[src/rtl/bzp_pkg.sv]
package bzp_pkg;
  typedef enum logic {
    BZP_READY = 1'b0,
    BZP_BUSY  = 1'b1
  } bzp_state_e;

  function automatic int bzp_idx_w(input int n);
    return (n > 1) ? $clog2(n) : 1;
  endfunction
endpackage

[src/rtl/bzp_width_latch.sv]
module bzp_width_latch #(
  parameter int SHORT_TICKS = 8,
  parameter int LONG_TICKS  = 32,
  parameter int CW          = 5
) (
  input  logic          clk,
  input  logic          rst,
  input  logic          load,
  input  logic          width_long,
  output logic [CW-1:0] last_idx
);
  localparam logic [CW-1:0] SHORT_LAST = CW'(SHORT_TICKS - 1);
  localparam logic [CW-1:0] LONG_LAST  = CW'(LONG_TICKS - 1);

  generate
    if (SHORT_TICKS == LONG_TICKS) begin : g_fixed
      // Both widths identical: no storage needed
      assign last_idx = SHORT_LAST;
    end else begin : g_reg
      logic [CW-1:0] last_q;
      always_ff @(posedge clk) begin
        if (rst)
          last_q <= SHORT_LAST;
        else if (load)
          last_q <= width_long ? LONG_LAST : SHORT_LAST;
      end
      assign last_idx = last_q;
    end
  endgenerate
endmodule

[src/rtl/bzp_tick_count.sv]
module bzp_tick_count #(
  parameter int CW = 5
) (
  input  logic          clk,
  input  logic          rst,
  input  logic          clear,
  input  logic          run,
  input  logic          tick,
  input  logic [CW-1:0] last_idx,
  output logic          expire
);
  logic [CW-1:0] cnt_q;

  assign expire = run & tick & ~clear & (cnt_q == last_idx);

  always_ff @(posedge clk) begin
    if (rst || clear)
      cnt_q <= '0;
    else if (run && tick)
      cnt_q <= expire ? '0 : cnt_q + 1'b1;
  end
endmodule

[src/rtl/bzp_ctrl.sv]
module bzp_ctrl
  import bzp_pkg::*;
(
  input  logic clk,
  input  logic rst,
  input  logic clk_en,
  input  logic trig_wr,
  input  logic stop_wr,
  input  logic expire,
  output logic start,
  output logic busy,
  output logic gate
);
  bzp_state_e state_q, state_d;
  logic       gate_q;

  assign start = trig_wr & ~stop_wr;

  always_comb begin
    state_d = state_q;
    if (stop_wr)
      state_d = BZP_READY;
    else if (trig_wr)
      state_d = BZP_BUSY;
    else if (expire)
      state_d = BZP_READY;
  end

  always_ff @(posedge clk) begin
    if (rst) begin
      state_q <= BZP_READY;
      gate_q  <= 1'b0;
    end else begin
      state_q <= state_d;
      gate_q  <= (state_d == BZP_BUSY) & clk_en;
    end
  end

  assign busy = (state_q == BZP_BUSY);
  assign gate = gate_q;
endmodule

[src/rtl/bzp_oneshot.sv]
module bzp_oneshot #(
  parameter int SHORT_TICKS = 8,
  parameter int LONG_TICKS  = 32
) (
  input  logic clk,
  input  logic rst,
  input  logic clk_en,
  input  logic tick_256,
  input  logic trig_wr,
  input  logic stop_wr,
  input  logic width_long,
  output logic busy,
  output logic gate
);
  localparam int MAX_TICKS = (LONG_TICKS > SHORT_TICKS) ? LONG_TICKS : SHORT_TICKS;
  localparam int CW        = bzp_pkg::bzp_idx_w(MAX_TICKS);

  logic          start;
  logic          expire;
  logic [CW-1:0] last_idx;

  bzp_width_latch #(
    .SHORT_TICKS(SHORT_TICKS),
    .LONG_TICKS (LONG_TICKS),
    .CW         (CW)
  ) u_width (
    .clk       (clk),
    .rst       (rst),
    .load      (start),
    .width_long(width_long),
    .last_idx  (last_idx)
  );

  bzp_tick_count #(.CW(CW)) u_count (
    .clk     (clk),
    .rst     (rst),
    .clear   (start),
    .run     (busy),
    .tick    (tick_256),
    .last_idx(last_idx),
    .expire  (expire)
  );

  bzp_ctrl u_ctrl (
    .clk    (clk),
    .rst    (rst),
    .clk_en (clk_en),
    .trig_wr(trig_wr),
    .stop_wr(stop_wr),
    .expire (expire),
    .start  (start),
    .busy   (busy),
    .gate   (gate)
  );
endmodule

[config.mk]
export PLATFORM = sky130hd
export DESIGN_NAME = bzp_oneshot
export DESIGN_NICKNAME = d
export VERILOG_FILES = /design/src/rtl/bzp_pkg.sv /design/src/rtl/bzp_width_latch.sv /design/src/rtl/bzp_tick_count.sv /design/src/rtl/bzp_ctrl.sv /design/src/rtl/bzp_oneshot.sv
export SDC_FILE = /design/constraint.sdc
export NUM_CORES = 1
export LEC_CHECK = 0
export BUFFER_PORTS_ARGS = -buffer_cell sky130_fd_sc_hd__buf_2
export CORE_AREA = 2 2 39 41
export CTS_CLUSTER_SIZE = 25
export DETAILED_ROUTE_END_ITERATION = 10
export DIE_AREA = 0 0 41 43
export PLACE_DENSITY = 0.52
export SLEW_MARGIN = 40
export SYNTH_ARGS = -nofsm -noshare
export SYNTH_HDL_FRONTEND = slang
export SYNTH_SLANG_ARGS = --single-unit
[constraint.sdc]
create_clock -name clk -period 2.07 [get_ports clk]
set_clock_uncertainty 0.15 [all_clocks]
set_input_delay 0.3105 -clock clk [delete_from_list [all_inputs] [get_ports clk]]
set_output_delay 0.3105 -clock clk [all_outputs]
set_load 0.01 [all_outputs]
# After elaboration in Yosys (flattened, before gate mapping)
# Cells that the tools add are included.
# classes
n_mux	5
eq_ne	1
addsub	1
n_bitwise	7
n_reduce_logical	2
# ops
cell	count
5-bit two-way mux	2
5-bit by 1-bit adder with 5-bit output (second input constant)	1
1-bit AND	5
5-bit equality test	1
1-bit two-way mux	3
1-bit NOT	2
1-bit logical AND	1
1-bit logical OR	1
# word_totals
word_cells	20
input_bits	7
reg_bits	12

# Depth between registers and ports, before layout
# Gate-level depths: netlist (run 1).
# logic_depth
depth_word	9
depth_mapped	4
depth_no_buf	4

# Modules after synthesis
# From an unflattened synthesis (run 1), not the netlist that was laid out.
# hier_totals
hier_cells	52
hier_area_um2	501.7
# by_module_without_submodules
mod	area_each_um2	instances	cells_each
bzp_tick_count	334.1	1	36
bzp_ctrl	100.1	1	8
bzp_width_latch	67.6	1	8

# Worst setup path after synthesis (run 1)
# OpenSTA, ideal clock, no wires.
# synth_path
path_type	register to register
startpoint	reg u_count.cnt_q[0]
endpoint	reg u_count.cnt_q[4]
t_arrival_ps	1139
stages_incl_launch_ff	5
required_ps	1850
setup_slack_ps	711
cell_sequence	dfxtp_1 > ha_1 > nand4_1 > or3_1 > a21oi_1
# synth_via
elab_chain_len	3
# synth_lines
item	line	source
start, declared	bzp_tick_count.sv:12	logic [CW-1:0] cnt_q;
start signal, assigned	bzp_tick_count.sv:20	cnt_q <= expire ? '0 : cnt_q + 1'b1;
branches (longest 2 deep; another with 5-bit by 1-bit adder with 5-bit output)	--	
5-bit two-way mux (*)	bzp_tick_count.sv:20	
# Mark *: on every way between the ends.
# A chain may end at the register's enable or synchronous reset.

# Final worst setup path (run 1)
# Ends and elaborated chain as after synthesis.

==> results.toml, run 1 <==
[finish]
multi_input_area_sq_um = 214.0
fin_cells = 67
drive_above_1_share_pct = 27.45
fin_nets = 61
diodes = 0
areaGrowthSynthToFinish_pct = 21.64
fill_cells = 146
ff_latch_area_sq_um = 160.2

[global_route]
grt_pass1_vias = 340
grt_usage_pct = 11.26
antenna_found_initial = 0
grt-ovfl-total = 0
gr-usage-met2_pct = 14.69
grt_max_degree = 7
grt.met1_usage_pct = 11.94
met3_usage_pct = 3.665
grt_pass1_wl_mm = 1.255
busiest_layer = "met2"

[worst_setup_path]
start_kind = "register"
worst-path-buf-inv = 0
worst_setup_path_end_kind = "register"
crit_type = "reg -> reg"
critPathArrivalTime_ps = 1500
crit_path_cell_trace = "ha_1, nand4_1, or3_1, a21oi_1"
max_stage_delay_ps = 370
slowest_stage = "dfxtp_1"
crit_path_max_fanout = 4
critical_path.startpoint = "u_count.cnt_q[0]"
required_ps = 2090
critical-path-top-delay-family = "simple AND/OR/NAND/NOR gates"
reg2reg_from = "u_count.cnt_q[0]"

[logic_synthesis]
synth_nets = 48
yosysMostFrequentCell = "dfxtp_1"
ys_ff_latch = 8
avgSynthCellArea_sq_um = 9.540
synth_seq_area_share_pct = 41.97
synth_edf_count = 0
yosys-top-cells-area = "dfxtp_1, a221oi_4, nand3_1, xor2_1, o21ai_0"
ys_warn_count = 0
synth_top_area_share_pct = 41.97
yosys-top-cells-count = "dfxtp_1, nand3_1, nor2_1, o21ai_0"
synth_cell_type_count = 20
postSynthCellCount = 40
synthFlopType = "dfxtp_1"
synth_top_cell_by_area = "dfxtp_1"
synthArstFlopShare_pct = 0
netlist_area_sq_um = 381.6

[die]
dieArea_sq_um = 1763
die_h_microns = 43
num_rows = 14
die_w_microns = 41
core_area_sq_um = 1384
io_pins = 9
initial_core_util_pct = 27.58

[sta]
hold_viol_final = 0
slew_viol_final = 0
setup_viol_count_final = 0
min_period_ps = 1482
slew_headroom_pct = 81.17
fin_crit_sh_pct = 71.59
rsz0062_at_grt = "no"
fin_tns_setup_ps = 0
worst_slew_pin_slew_ps = 280.7
fmax_ghz = 0.6748
holdWs_ps = 112.1

[routing]
postRouteWirelength_microns = 748
drt_iter0_drc = 2
drtPass1Iterations = 4
drcViolationCount = 0
ant_nets = 0
vias = 335
via_per_inst = 5.000
avgRoutedWirePerCell_microns = 11.16

[pwr]
peakVddDrop_mv = 0.1661
power_density_nw_per_um2 = 651.2
leakage_uw = 0.0001810
p_total_uw = 302.3

[clock_tree]
htree_levels = 1
clockBufferDepth = 2
cts_root_buf = "clkbuf_4"
clk_pin_slew_ps = 60
numCtsBuffers = 3
cts_tree = "yes"
insertion_delay_ps = 250
postCtsHoldBufs = 0
clock-sinks = 8
postCtsSetupBuffers = 0
cts_resized = 0

[worst_hold_path]
hold_path_class = "in -> reg"
hp-start = "rst"

[place]
dp_cells = 64
place_congestion = 0.7327
dp_hpwl_microns = 584.5
portBuffers = 8

[status]
outcome = "finished, final reports clean"

[flow_run]
cap_violations = 0
state kept, by name (all words and copies together), names as in the netlist:
signal and count:
u_count.cnt_q 5, u_width.last_idx 1, u_ctrl.gate 1, u_ctrl.busy 1
final timing paths:
path / endpoint / slack (ps) / cells after the start
worst max-delay path: u_count.cnt_q[4] / 590 / 4
worst min-delay path: u_width.last_idx[3] / 110 / 2
worst max register to register: u_count.cnt_q[4] / 590 / 4
worst min register to register: u_count.cnt_q[4] / 370 / 2
layer usage:
metal | wire length, microns | up-vias
met3 | 56 | 2
met4 | 15 | 0
met2 | 345 | 10
met1 | 330 | 154
met5 | 0 | -
li1 | - | 169
cell usage in the layout, fill, tap and decap left out, types with 2 or more instances in the layout:
cell,instances
a211oi_1,2
buf_2,8
clkbuf_4,3
dfxtp_1,8
inv_1,2
nand2b_1,2
nand3_1,4
nor2_1,4
o21ai_0,3
or3_1,2
xor2_1,2
final cells by class:
type | count | share of cell area (%)
Sequential cell | 8 | 34.50
Timing Repair Buffer | 8 | 8.625
Multi-Input combinational cell | 30 | 46.09
Tap cell | 16 | 4.313
Inverter | 2 | 1.617
Clock buffer | 3 | 4.852
per-stage QoR:
step / area [sq um] / setup slack, ps / util [%]
floorplan: 381.6 / 710.8 / -
global placement: 441.7 / 613.5 / 31.92
detailed placement: 441.7 / 606.5 / 31.92
CTS: 464.2 / 586.0 / 33.54
global route: 464.2 / 506.9 / 33.54
finish: 464.2 / 588.1 / 33.54
where the power goes:
part	leakage, uW	switching [uW]	internal [uW]
logic	0.000102	13.3	10.9
registers	0.0000649	2.88	157
clock network	0.0000138	51.7	66.3
worst reg2reg max path: stages, from the launching register on:
cell	delay (ps)
dfxtp_1	370
ha_1	180
nand4_1	190
or3_1	360
a21oi_1	150
logic make-up after synthesis:
family / synth area share (%)
simple gates: 27.54
compound gates: 18.03
flops: 41.97
xor+xnor: 4.591
buf+inv: 1.968
mux: 2.623
fa+ha+maj: 3.278
Note: power is estimated with default switching activity, not from simulation.
==> run 2, diff against run 1 <==
clock period = 1.4 ns   (was 2.07 ns; I/O delays follow)
==> run 2 against run 1 <==
Against the previous run:
- the flow now finishes with violations (setup timing)
- combinational power up 88%
- maximum frequency up 4.7%
- final area is 20% higher
- first-iteration DRC count increased to 2.5 times the previous value
- sequential share of layout area shrank 5.3 points
- via count rose by 10%
- critical endpoint unchanged
- largest cell class unchanged
==> results.toml, run 2 (same netlist as run 1, synthesis figures left out) <==
[worst_hold_path]
hold_path_class = "in -> reg"
min_path_cells = 2

[place]
dp_hpwl_microns = 665.8
portBuffers = 8
place_congestion = 0.7216

[sta]
slew_viol_final = 0
slew_headroom_pct = 85.20
setup_viol_count_final = 1
fin_crit_sh_pct = 101.1
holdWs_ps = 18.76
fin_ws_ps = -15.41
hold_viol_final = 0
rsz0062_at_grt = "yes"
fmax_ghz = 0.7065
min_period_ps = 1415
worst_slew_pin_slew_ps = 219.6

[routing]
postRouteWirelength_microns = 950
ant_nets = 0
drcViolationCount = 0
avgRoutedWirePerCell_microns = 12.67
via_per_inst = 4.920
drt_iter0_drc = 5
vias = 369
drtPass1Iterations = 4

[pwr]
peakVddDrop_mv = 0.3308
power_density_nw_per_um2 = 830.4
p_total_uw = 462.4
p_clk_share_pct = 39.1
pwr-share-comb_pct = 9.8
leakage_uw = 0.0002245
power.share.sequential_pct = 51.1
swShare_pct = 23.77
p_sw_uw = 109.9
p_int_uw = 352.5

[status]
violations = "setup timing"
outcome = "finished, violations left"

[global_route]
antenna_found_initial = 0
grt_pass1_wl_mm = 1.359
grt-ovfl-total = 0
grt_max_degree = 6
grt_pass1_vias = 337
grt_usage_pct = 12.46

[die]
die_w_microns = 41
initial_core_util_pct = 27.58
die_h_microns = 43
io_pins = 9
num_rows = 14
dieArea_sq_um = 1763
core_area_sq_um = 1384

[finish]
areaGrowthSynthToFinish_pct = 45.90
diodes = 0
fin_nets = 69
largest_register = "u_count.cnt_q"
final_cell_mix = "buf_2, buf_4, dfxtp_1, nand3_1, nor2_1"
mostFrequentLayoutCell = "buf_2"
drive_above_1_share_pct = 47.46
largest_reg_flops = 5

[clock_tree]
insertion_delay_ps = 260
cts_root_buf = "clkbuf_4"
numCtsBuffers = 3
clock-sinks = 8
cts_tree = "yes"
htree_levels = 1
clk_pin_slew_ps = 60
clockBufferDepth = 2

[worst_setup_path]
required_ps = 1440
start_kind = "register"
max_stage_delay_ps = 360
crit_type = "reg -> reg"
crit_path_cell_trace = "ha_4, nand4_1, buf_6, or3_4, a21oi_2"
reg2regPathDepth = 5
worst_setup_path_end_kind = "register"
slowest_stage = "dfxtp_2"
crit_path_max_fanout = 4
critPathArrivalTime_ps = 1460

[flow_run]
cap_violations = 0
-- run 2: path summary, 6_finish.rpt --
kind | startpoint | end | slack, ps
setup / recovery | u_count.cnt_q[1] | u_count.cnt_q[4] | -20
hold / removal | rst | u_width.last_idx[3] | 20
setup reg to reg | u_count.cnt_q[1] | u_count.cnt_q[4] | -20
hold reg to reg | u_count.cnt_q[2] | u_count.cnt_q[2] | 410
-- run 2: what timing repair did --
action                     CTS  global route
gates resized for setup      6             2
buffers inserted             1             0
setup endpoints to repair    6             5
hold buffers                 0             0
pin swaps                    1             2
-- run 2: through the flow --
stage                     setup WS, ps  utilization [%]  area (sq um)  std cells  TNS, ps
final                           -15.41            40.24         556.8         75   -15.41
after global routing            -74.00            40.24         556.8         75   -136.9
after CTS                        7.951            39.60         548.0         75        0
after detailed placement        -104.6            35.71         494.2         71   -229.8
after global placement          -81.50            35.71         494.2         71   -209.8
after floorplan                  40.79                -         381.6         40        0
-- run 2: critical path, delay by kind of cell, from the launching register on --
kind / cells / cell delay, ps
DFF: 1 / 360
adders and majority gates: 1 / 130
AOI/OAI and AO/OA: 1 / 120
buffers and inverters: 1 / 160
and+or+nand+nor: 2 / 440
-- run 2: per-layer routing --
layer / GRT usage (%) / wire length [microns] / vias to the layer above
met5: 0 / 0 / -
met4: 12.00 / 36 / 0
met3: 4.712 / 54 / 5
met2: 16.25 / 451 / 13
met1: 14.52 / 406 / 165
li1: - / - / 186
-- run 2: cell type report --
type                       instances  area, sq um
fill                             139        827.0
multi-input combinational         30        240.2
sequential                         8        162.7
timing repair buffer              16        103.9
clock buffer                       3        22.52
tap                               16        20.02
inverter                           2        7.507
-- run 2: power by group through the flow --
stage / sequential (uW) / combinational, uW / clock [uW]
2_1_floorplan: 242 / 17.1 / 0
3_3_place_gp: 240 / 43.9 / 0
3_5_place_dp: 241 / 43.8 / 0
4_1_cts: 236 / 45.2 / 189
5_1_grt: 237 / 49.2 / 202
6_report: 236 / 45.4 / 181
